## config.mk

```make
export PLATFORM = sky130hd
export DESIGN_NAME = chr_bank_xlat
export DESIGN_NICKNAME = d
export VERILOG_FILES = /design/src/rtl/chr_xlat_pkg.sv /design/src/rtl/chr_xlat_rst_sync.sv /design/src/rtl/chr_xlat_regs.sv /design/src/rtl/chr_xlat_decode.sv /design/src/rtl/chr_xlat_slot.sv /design/src/rtl/chr_bank_xlat.sv
export SDC_FILE = /design/constraint.sdc
export NUM_CORES = 1
export LEC_CHECK = 0
export BUFFER_PORTS_ARGS = -buffer_cell sky130_fd_sc_hd__clkbuf_2
export CORE_MARGIN = 8
export CORE_UTILIZATION = 49
export DETAILED_ROUTE_END_ITERATION = 16
export PLACE_DENSITY = 0.89
export SLEW_MARGIN = 20
export SYNTH_ARGS = -nofsm -noshare
export SYNTH_HDL_FRONTEND = slang
export SYNTH_HIERARCHICAL = 1
export SYNTH_SLANG_ARGS = --single-unit
```

## constraint.sdc

```tcl
create_clock -name clk -period 3.91 [get_ports clk]
set_input_delay 0.5865 -clock clk [delete_from_list [all_inputs] [get_ports clk]]
set_output_delay 0.5865 -clock clk [all_outputs]
set_load 0.005 [all_outputs]
```

## src/rtl/chr_xlat_pkg.sv

```systemverilog
package chr_xlat_pkg;

  // Control bit positions inside the mode, extension and command bytes.
  localparam int FLAT_BIT = 6;
  localparam int RAM_BIT  = 5;
  localparam int EXT_BIT  = 1;
  localparam int SWAP_BIT = 7;

  typedef enum logic [1:0] {
    MODE_FLAT8K    = 2'd0,
    MODE_RAM_PASS  = 2'd1,
    MODE_OUTER     = 2'd2,
    MODE_OUTER_EXT = 2'd3
  } chr_mode_e;

endpackage

```

## src/rtl/chr_xlat_rst_sync.sv

```systemverilog
module chr_xlat_rst_sync (
  input  logic clk,
  input  logic rst_n,
  output logic rst_n_sync
);

  logic stage_q;
  logic out_q;

  // Assert at once, release two edges later.
  always_ff @(posedge clk or negedge rst_n) begin
    if (!rst_n) begin
      stage_q <= 1'b0;
      out_q   <= 1'b0;
    end else begin
      stage_q <= 1'b1;
      out_q   <= stage_q;
    end
  end

  assign rst_n_sync = out_q;

endmodule

```

## src/rtl/chr_xlat_regs.sv

```systemverilog
module chr_xlat_regs #(
  parameter int CORE_W = 8,
  parameter int LAT_W  = 2
) (
  input  logic              clk,
  input  logic              rst_n,
  input  logic              xr_we,
  input  logic              xr_sel,
  input  logic [CORE_W-1:0] xr_wdata,
  input  logic              lat_we,
  input  logic [LAT_W-1:0]  lat_wdata,
  output logic [CORE_W-1:0] xa_o,
  output logic [CORE_W-1:0] xb_o,
  output logic [LAT_W-1:0]  lat_o
);

  logic [CORE_W-1:0] xa_q, xa_d;
  logic [CORE_W-1:0] xb_q, xb_d;
  logic [LAT_W-1:0]  lat_q, lat_d;
  logic              upd_en;

  assign upd_en = xr_we | lat_we;

  always_comb begin
    xa_d  = xa_q;
    xb_d  = xb_q;
    lat_d = lat_q;
    if (xr_we) begin
      if (xr_sel) xb_d = xr_wdata;
      else        xa_d = xr_wdata;
    end
    if (lat_we) lat_d = lat_wdata;
  end

  always_ff @(posedge clk or negedge rst_n) begin
    if (!rst_n) begin
      xa_q  <= '1;
      xb_q  <= '1;
      lat_q <= '0;
    end else if (upd_en) begin
      xa_q  <= xa_d;
      xb_q  <= xb_d;
      lat_q <= lat_d;
    end
  end

  assign xa_o  = xa_q;
  assign xb_o  = xb_q;
  assign lat_o = lat_q;

endmodule

```

## src/rtl/chr_xlat_decode.sv

```systemverilog
module chr_xlat_decode
  import chr_xlat_pkg::*;
#(
  parameter int CORE_W  = 8,
  parameter int BANK_W  = 11,
  parameter int OUTER_W = 7,
  parameter int LAT_W   = 2,
  parameter int SUB_W   = 3
) (
  input  logic              flat_bit,
  input  logic              ram_bit,
  input  logic              ext_bit,
  input  logic [CORE_W-1:0] outer,
  input  logic [LAT_W-1:0]  latch,
  output chr_mode_e         mode,
  output logic [BANK_W-1:0] base,
  output logic [CORE_W-1:0] flat_page
);

  // Priority: single page, then RAM passthrough, then offset modes.
  always_comb begin
    if (flat_bit)     mode = MODE_FLAT8K;
    else if (ram_bit) mode = MODE_RAM_PASS;
    else if (ext_bit) mode = MODE_OUTER_EXT;
    else              mode = MODE_OUTER;
  end

  assign base      = BANK_W'({outer[OUTER_W-1:0], {SUB_W{1'b0}}});
  assign flat_page = outer | CORE_W'(latch);

endmodule

```

## src/rtl/chr_xlat_slot.sv

```systemverilog
module chr_xlat_slot
  import chr_xlat_pkg::*;
#(
  parameter int CORE_W = 8,
  parameter int BANK_W = 11,
  parameter int SUB_W  = 3,
  parameter int IDX    = 0
) (
  input  chr_mode_e         mode,
  input  logic [BANK_W-1:0] base,
  input  logic [CORE_W-1:0] flat_page,
  input  logic [CORE_W-1:0] core_val,
  input  logic              ovr_en,
  input  logic [CORE_W-1:0] ovr_val,
  output logic [BANK_W-1:0] bank_o
);

  localparam logic [SUB_W-1:0] SUB_IDX = SUB_W'(IDX);

  logic [CORE_W-1:0] pick;

  assign pick = ovr_en ? ovr_val : core_val;

  always_comb begin
    unique case (mode)
      MODE_FLAT8K:    bank_o = BANK_W'({flat_page, SUB_IDX});
      MODE_RAM_PASS:  bank_o = BANK_W'(core_val);
      MODE_OUTER:     bank_o = BANK_W'(core_val) | base;
      MODE_OUTER_EXT: bank_o = BANK_W'(pick) | base;
      default:        bank_o = '0;
    endcase
  end

endmodule

```

## src/rtl/chr_bank_xlat.sv

```systemverilog
module chr_bank_xlat
  import chr_xlat_pkg::*;
#(
  parameter int CORE_W  = 8,
  parameter int BANK_W  = 11,
  parameter int NSLOT   = 8,
  parameter int OUTER_W = 7,
  parameter int LAT_W   = 2
) (
  input  logic                    clk,
  input  logic                    rst_n,
  input  logic [7:0]              ctrl0_i,
  input  logic [CORE_W-1:0]       outer_i,
  input  logic [7:0]              ext_ctrl_i,
  input  logic [7:0]              core_cmd_i,
  input  logic [CORE_W-1:0]       core_r0_i,
  input  logic [CORE_W-1:0]       core_r1_i,
  input  logic [NSLOT*CORE_W-1:0] core_slot_i,
  input  logic                    xr_we_i,
  input  logic                    xr_sel_i,
  input  logic [CORE_W-1:0]       xr_wdata_i,
  input  logic                    lat_we_i,
  input  logic [LAT_W-1:0]        lat_wdata_i,
  output logic [NSLOT*BANK_W-1:0] chr_bank_o,
  output logic                    chr_ram_o
);

  localparam int SUB_W = $clog2(NSLOT);
  localparam int HALF  = NSLOT / 2;

  logic              rst_n_sync;
  logic [CORE_W-1:0] xa, xb;
  logic [LAT_W-1:0]  latch;
  chr_mode_e         mode;
  logic [BANK_W-1:0] base;
  logic [CORE_W-1:0] flat_page;
  logic              swap;

  // Control bits that do not take part in pattern translation.
  logic unused_ctrl;
  assign unused_ctrl = ^{ctrl0_i[7], ctrl0_i[4:0], ext_ctrl_i[7:2],
                         ext_ctrl_i[0], core_cmd_i[6:0]};

  assign swap = core_cmd_i[SWAP_BIT];

  chr_xlat_rst_sync u_rst (
    .clk        (clk),
    .rst_n      (rst_n),
    .rst_n_sync (rst_n_sync)
  );

  chr_xlat_regs #(
    .CORE_W (CORE_W),
    .LAT_W  (LAT_W)
  ) u_regs (
    .clk       (clk),
    .rst_n     (rst_n_sync),
    .xr_we     (xr_we_i),
    .xr_sel    (xr_sel_i),
    .xr_wdata  (xr_wdata_i),
    .lat_we    (lat_we_i),
    .lat_wdata (lat_wdata_i),
    .xa_o      (xa),
    .xb_o      (xb),
    .lat_o     (latch)
  );

  chr_xlat_decode #(
    .CORE_W  (CORE_W),
    .BANK_W  (BANK_W),
    .OUTER_W (OUTER_W),
    .LAT_W   (LAT_W),
    .SUB_W   (SUB_W)
  ) u_dec (
    .flat_bit  (ctrl0_i[FLAT_BIT]),
    .ram_bit   (ctrl0_i[RAM_BIT]),
    .ext_bit   (ext_ctrl_i[EXT_BIT]),
    .outer     (outer_i),
    .latch     (latch),
    .mode      (mode),
    .base      (base),
    .flat_page (flat_page)
  );

  assign chr_ram_o = (mode == MODE_RAM_PASS);

  for (genvar s = 0; s < NSLOT; s++) begin : g_slot
    localparam int HALF_IDX = s / HALF;
    localparam int QTR      = s % HALF;

    logic [CORE_W-1:0] ovr_val;
    logic              ovr_en;

    // Substitution order inside the selected half: r0, A, r1, B.
    if (QTR == 0) begin : g_q0
      assign ovr_val = core_r0_i;
    end else if (QTR == 1) begin : g_q1
      assign ovr_val = xa;
    end else if (QTR == 2) begin : g_q2
      assign ovr_val = core_r1_i;
    end else begin : g_q3
      assign ovr_val = xb;
    end

    assign ovr_en = (QTR < 4) && (swap == (HALF_IDX == 1));

    chr_xlat_slot #(
      .CORE_W (CORE_W),
      .BANK_W (BANK_W),
      .SUB_W  (SUB_W),
      .IDX    (s)
    ) u_slot (
      .mode      (mode),
      .base      (base),
      .flat_page (flat_page),
      .core_val  (core_slot_i[s*CORE_W +: CORE_W]),
      .ovr_en    (ovr_en),
      .ovr_val   (ovr_val),
      .bank_o    (chr_bank_o[s*BANK_W +: BANK_W])
    );
  end

endmodule

```

==> impl_results.md <==
- Outcome: completed
- Buffers added on ports: 195
- CP Depth: 7
- Num CTS Buffers: 3
- Antenna violations before repair: 0
- Worst r2r src: u_regs/xb_o[0]
- Post-synthesis sequential area ratio: 14.2%
- Kind of critical path: input port to output port
- Slew HR: 46.1%
- Peak per-stage delay on the critical path: 0.74 ns
- Slowest library cell on the worst path: o21ba_4
- Router iterations before antenna repair: 4
- Reg2reg path depth: 1
- Clock Latency Late Sink: 0.26 ns
- Final wirelength: 14.2 mm
- Num ports: 216
- Leak pwr: 0.00223 µW
- R2R Setup Slk: 3.14 ns
- FP Rows: 31
- Clk_skew: 0.00534 ns
- Tightest Hold Check Type: input port to async pin
- Setup ws final: 0.806 ns
- TNS Setup: 0 ns
- Arr. time, crit path: 2.52 ns
- Top Layer Used: met4
- Final period util: 79.4%
- Worst Setup Start Kind: input port
- Yosys warnings: 6
- Hold buffers post-CTS: 0
- Antenna-violating nets left: 0
- Share of cells above drive strength 1: 50.3%
- Met2 Wirelength: 6.78 mm
- Layout Nets: 744
- Worst Path Required: 3.32 ns
- Area of the multi-input gates: 2740 µm²
- DRC: 0
- Initial Util: 50.5%
- Worst slack, placed: 0.845 ns
- CTS tree: yes
- Critical path fanouts, max: 72
- Largest net degree at the start of global routing: 148
- Gp weighted congestion: 0.889
- DR vias: 4,431
- CTS Buffer Depth: 2
- First-pass GRT wire length: 21.0 mm
- Clock Pin Slew Worst Setup and Hold Paths: 0.07 ns
- Maxcap violations: 0
- CTS resizes: 0
- Die Wd: 102 µm
- Worst path cell trace: clkbuf_2 -> o21ba_4 -> buf_12 -> or3b_1 -> o31ai_1 -> a31oi_1 -> clkbuf_2
- Minimum clock period: 3.10 ns
- Vias/cell: 6.20
- PwrDens: 213 nW/µm²
- RSZ-0062 raised after global routing: no
- Final Setup Violations: 0
- Core ar.: 7250 µm²
- Yosys reg bits: 20
- Clock root buffer: clkbuf_8
- Final Max Slew Viols: 0
- Routed len/inst: 19.9 µm
- Critical path endpoint category: output port
- Die height: 102 µm
- Routed length on met1: 5.33 mm
- Metal3 WL: 1.69 mm
- Fmax: 322 MHz
- Gr ovfl total: 0
- Mapped Area: 3670 µm²
- Total die area: 10,500 µm²
- Hold Violations, Final: 0
- Fillcell total: 599
- WP buf/inv: 3
- Area growth, synth to finish: 24.0%
- Worst r2r dst: u_regs/xb_o[0]
- CP delay by family, top: compound AO/OA/AOI/OAI gates
- Count of cell types in the netlist: 39
- Overall Global Routing Usage: 25.0%
- Storage cell area: 520 µm²
- CP dominant cell by count: clkbuf_2
- Syn Inst Count: 458
- Maximum vdd drop: 0.234 mV
- Mapped Avg Cell Area: 8.00 µm²
- H-tree depth: 1
- Clock sink count: 20
- Post-CTS setup repair buffer count: 0
- Dpl hpwl: 10.7 mm
- Ant diodes: 0
- Worst-Margin Slew: 0.809 ns
- DR iter-0 viols: 285
- Vias in the first global route: 4,302
-- cells by family (layout without fill, tap and decap cells) --
family | count (synthesis) | after routing | synth area share (%)
compound gates | 205 | 205 | 39.8
simple gates | 129 | 129 | 24.3
buf+inv | 72 | 227 | 11.8
mux | 30 | 30 | 9.62
flops | 20 | 20 | 14.2
other cells | 2 | 5 | 0.205
-- how the worst max path moves through the flow --
stage	start	end	slack [ns]
CTS	ctrl0_i[6]	chr_bank_o[14]	0.84
detailed placement	ctrl0_i[6]	chr_bank_o[15]	0.84
global route	ctrl0_i[6]	chr_bank_o[17]	0.65
global placement	ctrl0_i[6]	chr_bank_o[15]	0.91
floorplan	ctrl0_i[6]	chr_bank_o[80]	1.14
finish	ctrl0_i[6]	chr_bank_o[34]	0.81
-- stage by stage --
stage / power [µW] / util (%) / hold WS (ns) / instance area, µm² / instances
2_1_floorplan: 609 / - / 0.214 / 3680 / 461
3_3_place_gp: 802 / 62.1 / 0.301 / 4500 / 711
3_5_place_dp: 820 / 62.1 / 0.316 / 4500 / 711
4_1_cts: 961 / 62.7 / 0.0949 / 4550 / 715
5_1_grt: 1030 / 62.7 / 0.0942 / 4550 / 715
6_report: 967 / 62.7 / 0.0981 / 4550 / 715
-- synthesized netlist by cell type (all sizes together) --
cell	n	area, µm²
nor2b	6	45.0
a31oi	9	56.3
nand2b	8	57.6
o21ai	3	15.0
or2	2	12.5
inv	24	90.1
o221ai	3	26.3
mux2i	12	120
a21oi	58	290
or3b	6	52.6
nor2	9	33.8
dfstp	16	420
or4b	3	30.0
nor3	3	15.0
o22ai	21	131
buf	46	335
dfrtp	4	100
o21ba	1	10.0
nand2	17	121
conb	2	7.51
clkbuf	2	8.75
o31ai	6	45.0
and2	35	259
a211oi	80	676
a22o	24	210
mux2	18	233
and3	40	264
-- power breakdown --
group	internal, µW	leakage, µW	switching [µW]
combinational	252	0.00200	294
clock	72.5	0.0000228	66.5
sequential	254	0.000215	27.7
total	578	0.00223	389
-- per-layer routing --
layer / vias to the layer above / global-route usage, %
met3: 36 / 3.58
met5: - / 0
met2: 285 / 43.5
li1: 2067 / -
met1: 2043 / 30.1
met4: 0 / 9.71
-- cells in the final DEF (no fill, tap or decap), drive strengths merged --
master,n
or3b,6
or2,2
o22ai,21
dfstp,16
or4b,3
clkbuf,199
a211oi,80
buf,4
mux2,18
a21oi,58
o21ai,3
dfrtp,4
o31ai,6
a31oi,9
mux2i,12
and3,40
nor3,3
and2,35
a22o,24
o221ai,3
conb,5
nand2,17
inv,24
o21ba,1
nand2b,8
nor2b,6
nor2,9
-- registers in the layout, summed over array words and instances (netlist names) --
register	cells
u_regs/xa_o	8
u_rst/rst_n_sync	1
u_rst/stage_q	1
u_regs/xb_o	8
u_regs/lat_o	2
-- final cells by class --
type                       count  area share (%)
inverter                      24            1.98
clock buffer                   4           0.991
timing repair buffer         199            22.7
tap                           99            2.72
multi-input combinational    369            60.2
sequential                    20            11.4
Power figures use the tool's default switching activity.
